--- src/rtl/pend_upd_pkg.sv ---
package pend_upd_pkg;
  localparam int PW = 32;
  localparam int SW = PW / 8;

  localparam logic [1:0] RESP_OKAY   = 2'b00;
  localparam logic [1:0] RESP_SLVERR = 2'b10;

  typedef enum logic [1:0] {
    SEL_NONE  = 2'd0,
    SEL_VALUE = 2'd1,
    SEL_CTRL  = 2'd2
  } reg_sel_e;

  // Byte-lane merge of a write into a held word.
  function automatic logic [PW-1:0] merge_bytes(input logic [PW-1:0] old_w,
                                                input logic [PW-1:0] new_w,
                                                input logic [SW-1:0] strb);
    logic [PW-1:0] r;
    for (int i = 0; i < SW; i++) begin
      r[i*8 +: 8] = strb[i] ? new_w[i*8 +: 8] : old_w[i*8 +: 8];
    end
    return r;
  endfunction

  function automatic logic [1:0] resp_of(input logic hit);
    return hit ? RESP_OKAY : RESP_SLVERR;
  endfunction
endpackage

--- src/rtl/pend_wr_chan.sv ---
module pend_wr_chan
  import pend_upd_pkg::*;
#(
  parameter int ADDR_W = 8
) (
  input  logic              clk,
  input  logic              rst_n,
  input  logic              awvalid,
  output logic              awready,
  input  logic [ADDR_W-1:0] awaddr,
  input  logic              wvalid,
  output logic              wready,
  input  logic [PW-1:0]     wdata,
  input  logic [SW-1:0]     wstrb,
  output logic              bvalid,
  input  logic              bready,
  output logic [1:0]        bresp,
  output logic              fire_o,
  output logic [ADDR_W-1:0] addr_o,
  output logic [PW-1:0]     data_o,
  output logic [SW-1:0]     strb_o,
  input  logic              hit_i
);
  logic              aw_full, w_full, bvalid_q;
  logic [ADDR_W-1:0] aw_q;
  logic [PW-1:0]     wd_q;
  logic [SW-1:0]     ws_q;
  logic [1:0]        bresp_q;

  assign awready = !aw_full;
  assign wready  = !w_full;
  // A write executes once both halves are captured and the previous response has left.
  assign fire_o  = aw_full && w_full && !bvalid_q;
  assign addr_o  = aw_q;
  assign data_o  = wd_q;
  assign strb_o  = ws_q;
  assign bvalid  = bvalid_q;
  assign bresp   = bresp_q;

  always_ff @(posedge clk) begin
    if (!rst_n) begin
      aw_full  <= 1'b0;
      w_full   <= 1'b0;
      aw_q     <= '0;
      wd_q     <= '0;
      ws_q     <= '0;
      bvalid_q <= 1'b0;
      bresp_q  <= RESP_OKAY;
    end else begin
      if (awvalid && awready) begin
        aw_full <= 1'b1;
        aw_q    <= awaddr;
      end else if (fire_o) begin
        aw_full <= 1'b0;
      end
      if (wvalid && wready) begin
        w_full <= 1'b1;
        wd_q   <= wdata;
        ws_q   <= wstrb;
      end else if (fire_o) begin
        w_full <= 1'b0;
      end
      if (fire_o) begin
        bvalid_q <= 1'b1;
        bresp_q  <= resp_of(hit_i);
      end else if (bvalid_q && bready) begin
        bvalid_q <= 1'b0;
      end
    end
  end
endmodule

--- src/rtl/pend_rd_chan.sv ---
module pend_rd_chan
  import pend_upd_pkg::*;
#(
  parameter int ADDR_W = 8,
  parameter int RD_LAT = 3
) (
  input  logic              clk,
  input  logic              rst_n,
  input  logic              arvalid,
  output logic              arready,
  input  logic [ADDR_W-1:0] araddr,
  output logic              rvalid,
  input  logic              rready,
  output logic [PW-1:0]     rdata,
  output logic [1:0]        rresp,
  output logic [ADDR_W-1:0] rd_addr_o,
  input  logic [PW-1:0]     rd_data_i,
  input  logic              rd_hit_i,
  output logic              ar_hs_o
);
  localparam int STAGES = (RD_LAT < 2) ? 1 : RD_LAT - 1;

  logic [STAGES-1:0] stage_q;
  logic              rvalid_q;
  logic [PW-1:0]     data_q;
  logic [1:0]        resp_q;

  assign arready   = !(|stage_q) && !rvalid_q;
  assign ar_hs_o   = arvalid && arready;
  assign rd_addr_o = araddr;
  assign rvalid    = rvalid_q;
  assign rdata     = rvalid_q ? data_q : '0;
  assign rresp     = resp_q;

  always_ff @(posedge clk) begin
    if (!rst_n) stage_q[0] <= 1'b0;
    else        stage_q[0] <= ar_hs_o;
  end

  // Delay line sets the fixed read latency.
  for (genvar g = 1; g < STAGES; g++) begin : g_stage
    always_ff @(posedge clk) begin
      if (!rst_n) stage_q[g] <= 1'b0;
      else        stage_q[g] <= stage_q[g-1];
    end
  end

  always_ff @(posedge clk) begin
    if (!rst_n) begin
      rvalid_q <= 1'b0;
      data_q   <= '0;
      resp_q   <= RESP_OKAY;
    end else begin
      if (ar_hs_o) begin
        data_q <= rd_hit_i ? rd_data_i : '0;
        resp_q <= resp_of(rd_hit_i);
      end
      if (stage_q[STAGES-1])         rvalid_q <= 1'b1;
      else if (rvalid_q && rready)   rvalid_q <= 1'b0;
    end
  end
endmodule

--- src/rtl/pend_regs.sv ---
module pend_regs
  import pend_upd_pkg::*;
#(
  parameter int              ADDR_W    = 8,
  parameter logic [ADDR_W-1:0] VALUE_OFS = 'h0,
  parameter logic [ADDR_W-1:0] CTRL_OFS  = 'h4
) (
  input  logic              clk,
  input  logic              rst_n,
  input  logic              wr_fire,
  input  logic [ADDR_W-1:0] wr_addr,
  input  logic [PW-1:0]     wr_data,
  input  logic [SW-1:0]     wr_strb,
  output logic              wr_hit,
  input  logic [ADDR_W-1:0] rd_addr,
  output logic [PW-1:0]     rd_data,
  output logic              rd_hit,
  output logic              trig_accept,
  output logic              pnd_req,
  output logic [PW-1:0]     pnd_data,
  input  logic              pnd_ack
);
  function automatic reg_sel_e sel_of(input logic [ADDR_W-1:0] a);
    if (a == VALUE_OFS)     return SEL_VALUE;
    else if (a == CTRL_OFS) return SEL_CTRL;
    else                    return SEL_NONE;
  endfunction

  reg_sel_e      wsel, rsel;
  logic [PW-1:0] value_q, snap_q;
  logic          busy_q;

  assign wsel   = sel_of(wr_addr);
  assign rsel   = sel_of(rd_addr);
  assign wr_hit = (wsel != SEL_NONE);
  assign rd_hit = (rsel != SEL_NONE);

  assign trig_accept = wr_fire && (wsel == SEL_CTRL) && wr_strb[0] && wr_data[0] && !busy_q;

  always_ff @(posedge clk) begin
    if (!rst_n) begin
      value_q <= '0;
      snap_q  <= '0;
      busy_q  <= 1'b0;
    end else begin
      if (wr_fire && wsel == SEL_VALUE) value_q <= merge_bytes(value_q, wr_data, wr_strb);
      if (trig_accept) begin
        busy_q <= 1'b1;
        snap_q <= value_q;
      end else if (busy_q && pnd_ack) begin
        busy_q <= 1'b0;
      end
    end
  end

  always_comb begin
    unique case (rsel)
      SEL_VALUE: rd_data = value_q;
      SEL_CTRL:  rd_data = {{(PW-1){1'b0}}, busy_q};
      default:   rd_data = '0;
    endcase
  end

  assign pnd_req  = busy_q;
  assign pnd_data = snap_q;
endmodule

--- src/rtl/pend_update_ctrl.sv ---
module pend_update_ctrl
  import pend_upd_pkg::*;
#(
  parameter int                ADDR_W    = 8,
  parameter int                RD_LAT    = 3,
  parameter logic [ADDR_W-1:0] VALUE_OFS = 'h0,
  parameter logic [ADDR_W-1:0] CTRL_OFS  = 'h4
) (
  input  logic              clk,
  input  logic              rst_n,
  input  logic              s_awvalid,
  output logic              s_awready,
  input  logic [ADDR_W-1:0] s_awaddr,
  input  logic              s_wvalid,
  output logic              s_wready,
  input  logic [31:0]       s_wdata,
  input  logic [3:0]        s_wstrb,
  output logic              s_bvalid,
  input  logic              s_bready,
  output logic [1:0]        s_bresp,
  input  logic              s_arvalid,
  output logic              s_arready,
  input  logic [ADDR_W-1:0] s_araddr,
  output logic              s_rvalid,
  input  logic              s_rready,
  output logic [31:0]       s_rdata,
  output logic [1:0]        s_rresp,
  output logic              pnd_req,
  output logic [31:0]       pnd_data,
  input  logic              pnd_ack
);
  // Named internal events, visible to the bound checker.
  logic              wr_fire, wr_hit, rd_hit, ar_hs, trig_accept;
  logic [ADDR_W-1:0] wr_addr, rd_addr;
  logic [PW-1:0]     wr_data, rd_data;
  logic [SW-1:0]     wr_strb;

  pend_wr_chan #(.ADDR_W(ADDR_W)) u_wr (
    .clk(clk), .rst_n(rst_n),
    .awvalid(s_awvalid), .awready(s_awready), .awaddr(s_awaddr),
    .wvalid(s_wvalid), .wready(s_wready), .wdata(s_wdata), .wstrb(s_wstrb),
    .bvalid(s_bvalid), .bready(s_bready), .bresp(s_bresp),
    .fire_o(wr_fire), .addr_o(wr_addr), .data_o(wr_data), .strb_o(wr_strb),
    .hit_i(wr_hit)
  );

  pend_rd_chan #(.ADDR_W(ADDR_W), .RD_LAT(RD_LAT)) u_rd (
    .clk(clk), .rst_n(rst_n),
    .arvalid(s_arvalid), .arready(s_arready), .araddr(s_araddr),
    .rvalid(s_rvalid), .rready(s_rready), .rdata(s_rdata), .rresp(s_rresp),
    .rd_addr_o(rd_addr), .rd_data_i(rd_data), .rd_hit_i(rd_hit), .ar_hs_o(ar_hs)
  );

  pend_regs #(.ADDR_W(ADDR_W), .VALUE_OFS(VALUE_OFS), .CTRL_OFS(CTRL_OFS)) u_regs (
    .clk(clk), .rst_n(rst_n),
    .wr_fire(wr_fire), .wr_addr(wr_addr), .wr_data(wr_data), .wr_strb(wr_strb),
    .wr_hit(wr_hit), .rd_addr(rd_addr), .rd_data(rd_data), .rd_hit(rd_hit),
    .trig_accept(trig_accept), .pnd_req(pnd_req), .pnd_data(pnd_data),
    .pnd_ack(pnd_ack)
  );
endmodule

--- config.mk ---
export PLATFORM = sky130hd
export DESIGN_NAME = pend_update_ctrl
export DESIGN_NICKNAME = d
export VERILOG_FILES = /design/src/rtl/pend_upd_pkg.sv /design/src/rtl/pend_wr_chan.sv /design/src/rtl/pend_rd_chan.sv /design/src/rtl/pend_regs.sv /design/src/rtl/pend_update_ctrl.sv
export SDC_FILE = /design/constraint.sdc
export NUM_CORES = 1
export LEC_CHECK = 0
export ABC_CLOCK_PERIOD_IN_PS = 4710
export BUFFER_PORTS_ARGS = -buffer_cell sky130_fd_sc_hd__buf_2
export CAP_MARGIN = 5
export CORE_ASPECT_RATIO = 1.5
export CORE_MARGIN = 2
export CORE_UTILIZATION = 51
export CTS_CLUSTER_DIAMETER = 30
export DETAILED_ROUTE_END_ITERATION = 8
export GPL_TIMING_DRIVEN = 0
export PLACE_DENSITY_LB_ADDON = 0.25
export REMOVE_ABC_BUFFERS = 1
export SETUP_SLACK_MARGIN = 0.4
export SKIP_LAST_GASP = 1
export SLEW_MARGIN = 5
export SYNTH_ARGS = -nofsm -noshare
export SYNTH_HDL_FRONTEND = slang
export SYNTH_SLANG_ARGS = --single-unit
export TNS_END_PERCENT = 1
--- constraint.sdc ---
create_clock -name clk -period 4.71 [get_ports clk]
set_clock_uncertainty 0.15 [all_clocks]
set_input_delay 0.942 -clock clk [delete_from_list [all_inputs] [get_ports clk]]
set_output_delay 0.942 -clock clk [all_outputs]
set_load 0.01 [all_outputs]
==> flow_summary.ini <==
[sta]
worst_slew_pin_slew_ns = 1.24
fin_crit_ns = 3.00
setup_tns_ns = 0
timing.hold.ws_ns = 0.295
final_hold_viol_count = 0
slew_viol_final = 0
max_freq_ghz = 0.333
relSlewSlack_pct = 17.4
setup_viol = 0
rsz0062_at_grt = false
min_period_over_period_pct = 63.8

[critical_path]
r2r_slack_ns = 1.99
end_kind = output port
path_class = flip-flop to output port
worst_r2r_path_depth = 3
critPathArrivalTime_ns = 1.91
timing.rr.end = u_rd.data_q[8]
cp_max_fo = 37
r2r_start = u_rd.rvalid
worstPathRequired_ns = 3.62
start_kind = flip-flop

[layout]
multi_input_area_um2 = 2790
n_antenna_cell = 0
fin_nets = 826
fillers = 1011
area.sequential_um2 = 2980
drive_above_1_share_pct = 24.0
fin_area_um2 = 7450
areaGrowthSynthToFinish_pct = 24.2

[power]
ir_drop_v = 0.000370
p_comb_share_pct = 5.8
p_int_w = 0.00237
clkPwrFrac_pct = 51.0
seq_power_share_pct = 43.2
switching_share_pct = 21.7
power_density_nw_per_um2 = 407
leakage_nw = 3.52
power.switching_w = 0.000657

[worst_hold_path]
hold_start = u_rd.data_q[25]
whs_path_depth = 2
hold_path_class = flip-flop to flip-flop
min_to = u_rd.data_q[25]

[synthesis]
synth-compound-area-share_pct = 9.27
netlist_area_um2 = 6000
yosys.cell_types.count = 30
yosysMostFrequentCell = nand2_1
ys_async_sr_fraction_pct = 0
synth-simple-area-share_pct = 24.6
synth_top_family_by_area = simple AND/OR/NAND/NOR gates
synthAdderAreaFrac_pct = 0
yosys_warnings = 0
synth_common_cells = 200 x nand2_1, 149 x dfxtp_1, 72 x mux2i_1
syn_inst = 656
synthTopCellsByArea = dfxtp_1 50%, nand2_1 13%, mux2i_1 12%
yosysTopAreaCellShare_pct = 49.7
synth_edf_count = 0
synth_top_area_cell = dfxtp_1
synth_top_flop_cell = dfxtp_1
muxShareOfSynthArea_pct = 12.2
ys_ff_latch = 149
syn_avg_cell_area_um2 = 9.14
ys_seq_area_share_pct = 49.7
synth_xor_xnor_area_share_pct = 0

[clock_tree]
cts_buffers = 17
cts_resized = 0
h-tree-depth = 4
clk_pin_slew_ns = 0.06
post_cts_buffers = 0
cts_max_path_buffers = 2
cts_tree = built
insertion_delay_ns = 0.40
holdBufCountCts = 0
cts_sinks = 149
clockRootBuffer = clkbuf_16

[drt]
drt_pass1_iterations = 5
drc = 0
antenna_left = 0
vias_per_cell = 5.18
drtIter0Drc = 191
wirelength_um = 13900
wl_per_cell_um = 15.0
vias = 4811

[floorplanning]
dieArea_um2 = 12700
io_pins = 134
initial_core_util_pct = 52.3
rows = 48
die_x_um = 92.5
fp.dieH_um = 137
core_um2 = 11500

[grt]
grt_max_degree = 138
overflow = 0
first_global_vias = 4717
globalRouteTotalUtil_pct = 22.2
grt_pass1_wl_um = 22300
antenna_found_initial = 0

[place]
placed_area_um2 = 6760
io_buffer_count = 131
hpwlAfterDp_um = 8950
gp_congestion = 0.752

[run_status]
status = finished clean

[job]
maxCapViolations = 0
==> worst max-delay path: stages, from the launching register on <==
cell and delay [ns]:
dfxtp_1 1.08, and2_1 0.28, buf_2 0.15
==> how the worst max path moves through the flow <==
stage                     slack, ns  depth (start not counted)         from             end
after detailed placement       1.81                          6  s_araddr[5]  u_rd.data_q[7]
final                          1.71                          2  u_rd.rvalid      s_rdata[0]
after CTS                      1.65                          2  u_rd.rvalid      s_rdata[0]
after floorplan                0.74                          3  s_araddr[4]  u_rd.data_q[0]
after global placement        -1.38                          4  s_araddr[5]  u_rd.data_q[0]
after global routing           1.53                          2  u_rd.rvalid      s_rdata[0]
==> registers in the layout, indices dropped and copies added, names as in the netlist <==
| register | cells |
|---|---|
| u_regs.pnd_req | 1 |
| u_wr.aw_full | 1 |
| u_wr.w_full | 1 |
| u_rd.rvalid | 1 |
| u_regs.value_q | 32 |
| u_rd.data_q | 32 |
| u_rd.stage_q | 2 |
| u_regs.pnd_data | 32 |
| u_rd.rresp | 1 |
| u_wr.data_o | 32 |
| u_wr.bresp | 1 |
| u_wr.strb_o | 4 |
| u_wr.bvalid | 1 |
| u_wr.addr_o | 8 |
==> cell type report <==
| class | instances | share of cell area [%] |
|---|---|---|
| Multi-Input combinational cell | 454 | 37.5 |
| Timing Repair Buffer | 142 | 10.6 |
| Clock buffer | 18 | 5.90 |
| Tap cell | 150 | 2.52 |
| Inverter | 2 | 0.101 |
| Clock inverter | 14 | 3.33 |
| Sequential cell | 149 | 40.1 |
==> metrics by stage <==
stage                     setup WS [ns]  total power [W]  cells  util [%]
final                              1.71          0.00303    929      64.9
after global routing               1.53          0.00313    929      64.9
after CTS                          1.65          0.00305    929      64.9
after detailed placement           1.81          0.00151    897      58.9
after global placement            -1.38          0.00150    886      57.6
after floorplan                   0.739          0.00142    605         -
==> power by group through the flow <==
stage	Sequential, W	Combinational [W]	Clock [W]
floorplan	0.00133	0.0000853	0
global placement	0.00133	0.000163	0
detailed placement	0.00134	0.000177	0
CTS	0.00131	0.000178	0.00157
global route	0.00131	0.000194	0.00162
finish	0.00131	0.000177	0.00155
==> cell families after synthesis <==
kind of cell,count (synthesis)
simple gates,304
other cells,1
mux,73
flops,149
buf+inv,54
compound gates,75
==> layout by cell type (no fill, tap or decap), drive strengths merged <==
cell,instances
nand2,200
dfxtp,149
buf,142
mux2i,72
a21boi,69
nand4,37
and2,34
clkbuf,18
nor2b,16
bufinv,6
clkinv,5
nor2,4
inv,4
nor3,3
nor4,3
nand2b,3
o21ai,2
a31oi,2
o21a,2
conb,2
and3b,1
or4b,1
nor4b,1
mux2,1
and4b,1
clkinvlp,1
==> metal layers <==
| metal | up-vias | track usage (%) | share of wire, % | wire length (µm) |
|---|---|---|---|---|
| li1 | 2409 | - | - | - |
| met1 | 2277 | 26.3 | 42 | 5910 |
| met2 | 111 | 38.7 | 51 | 7150 |
| met3 | 14 | 6.72 | 4.6 | 646 |
| met4 | 0 | 6.97 | 1.5 | 205 |
| met5 | - | 0 | 0 | 0 |
(Power assumes the default switching activity.)
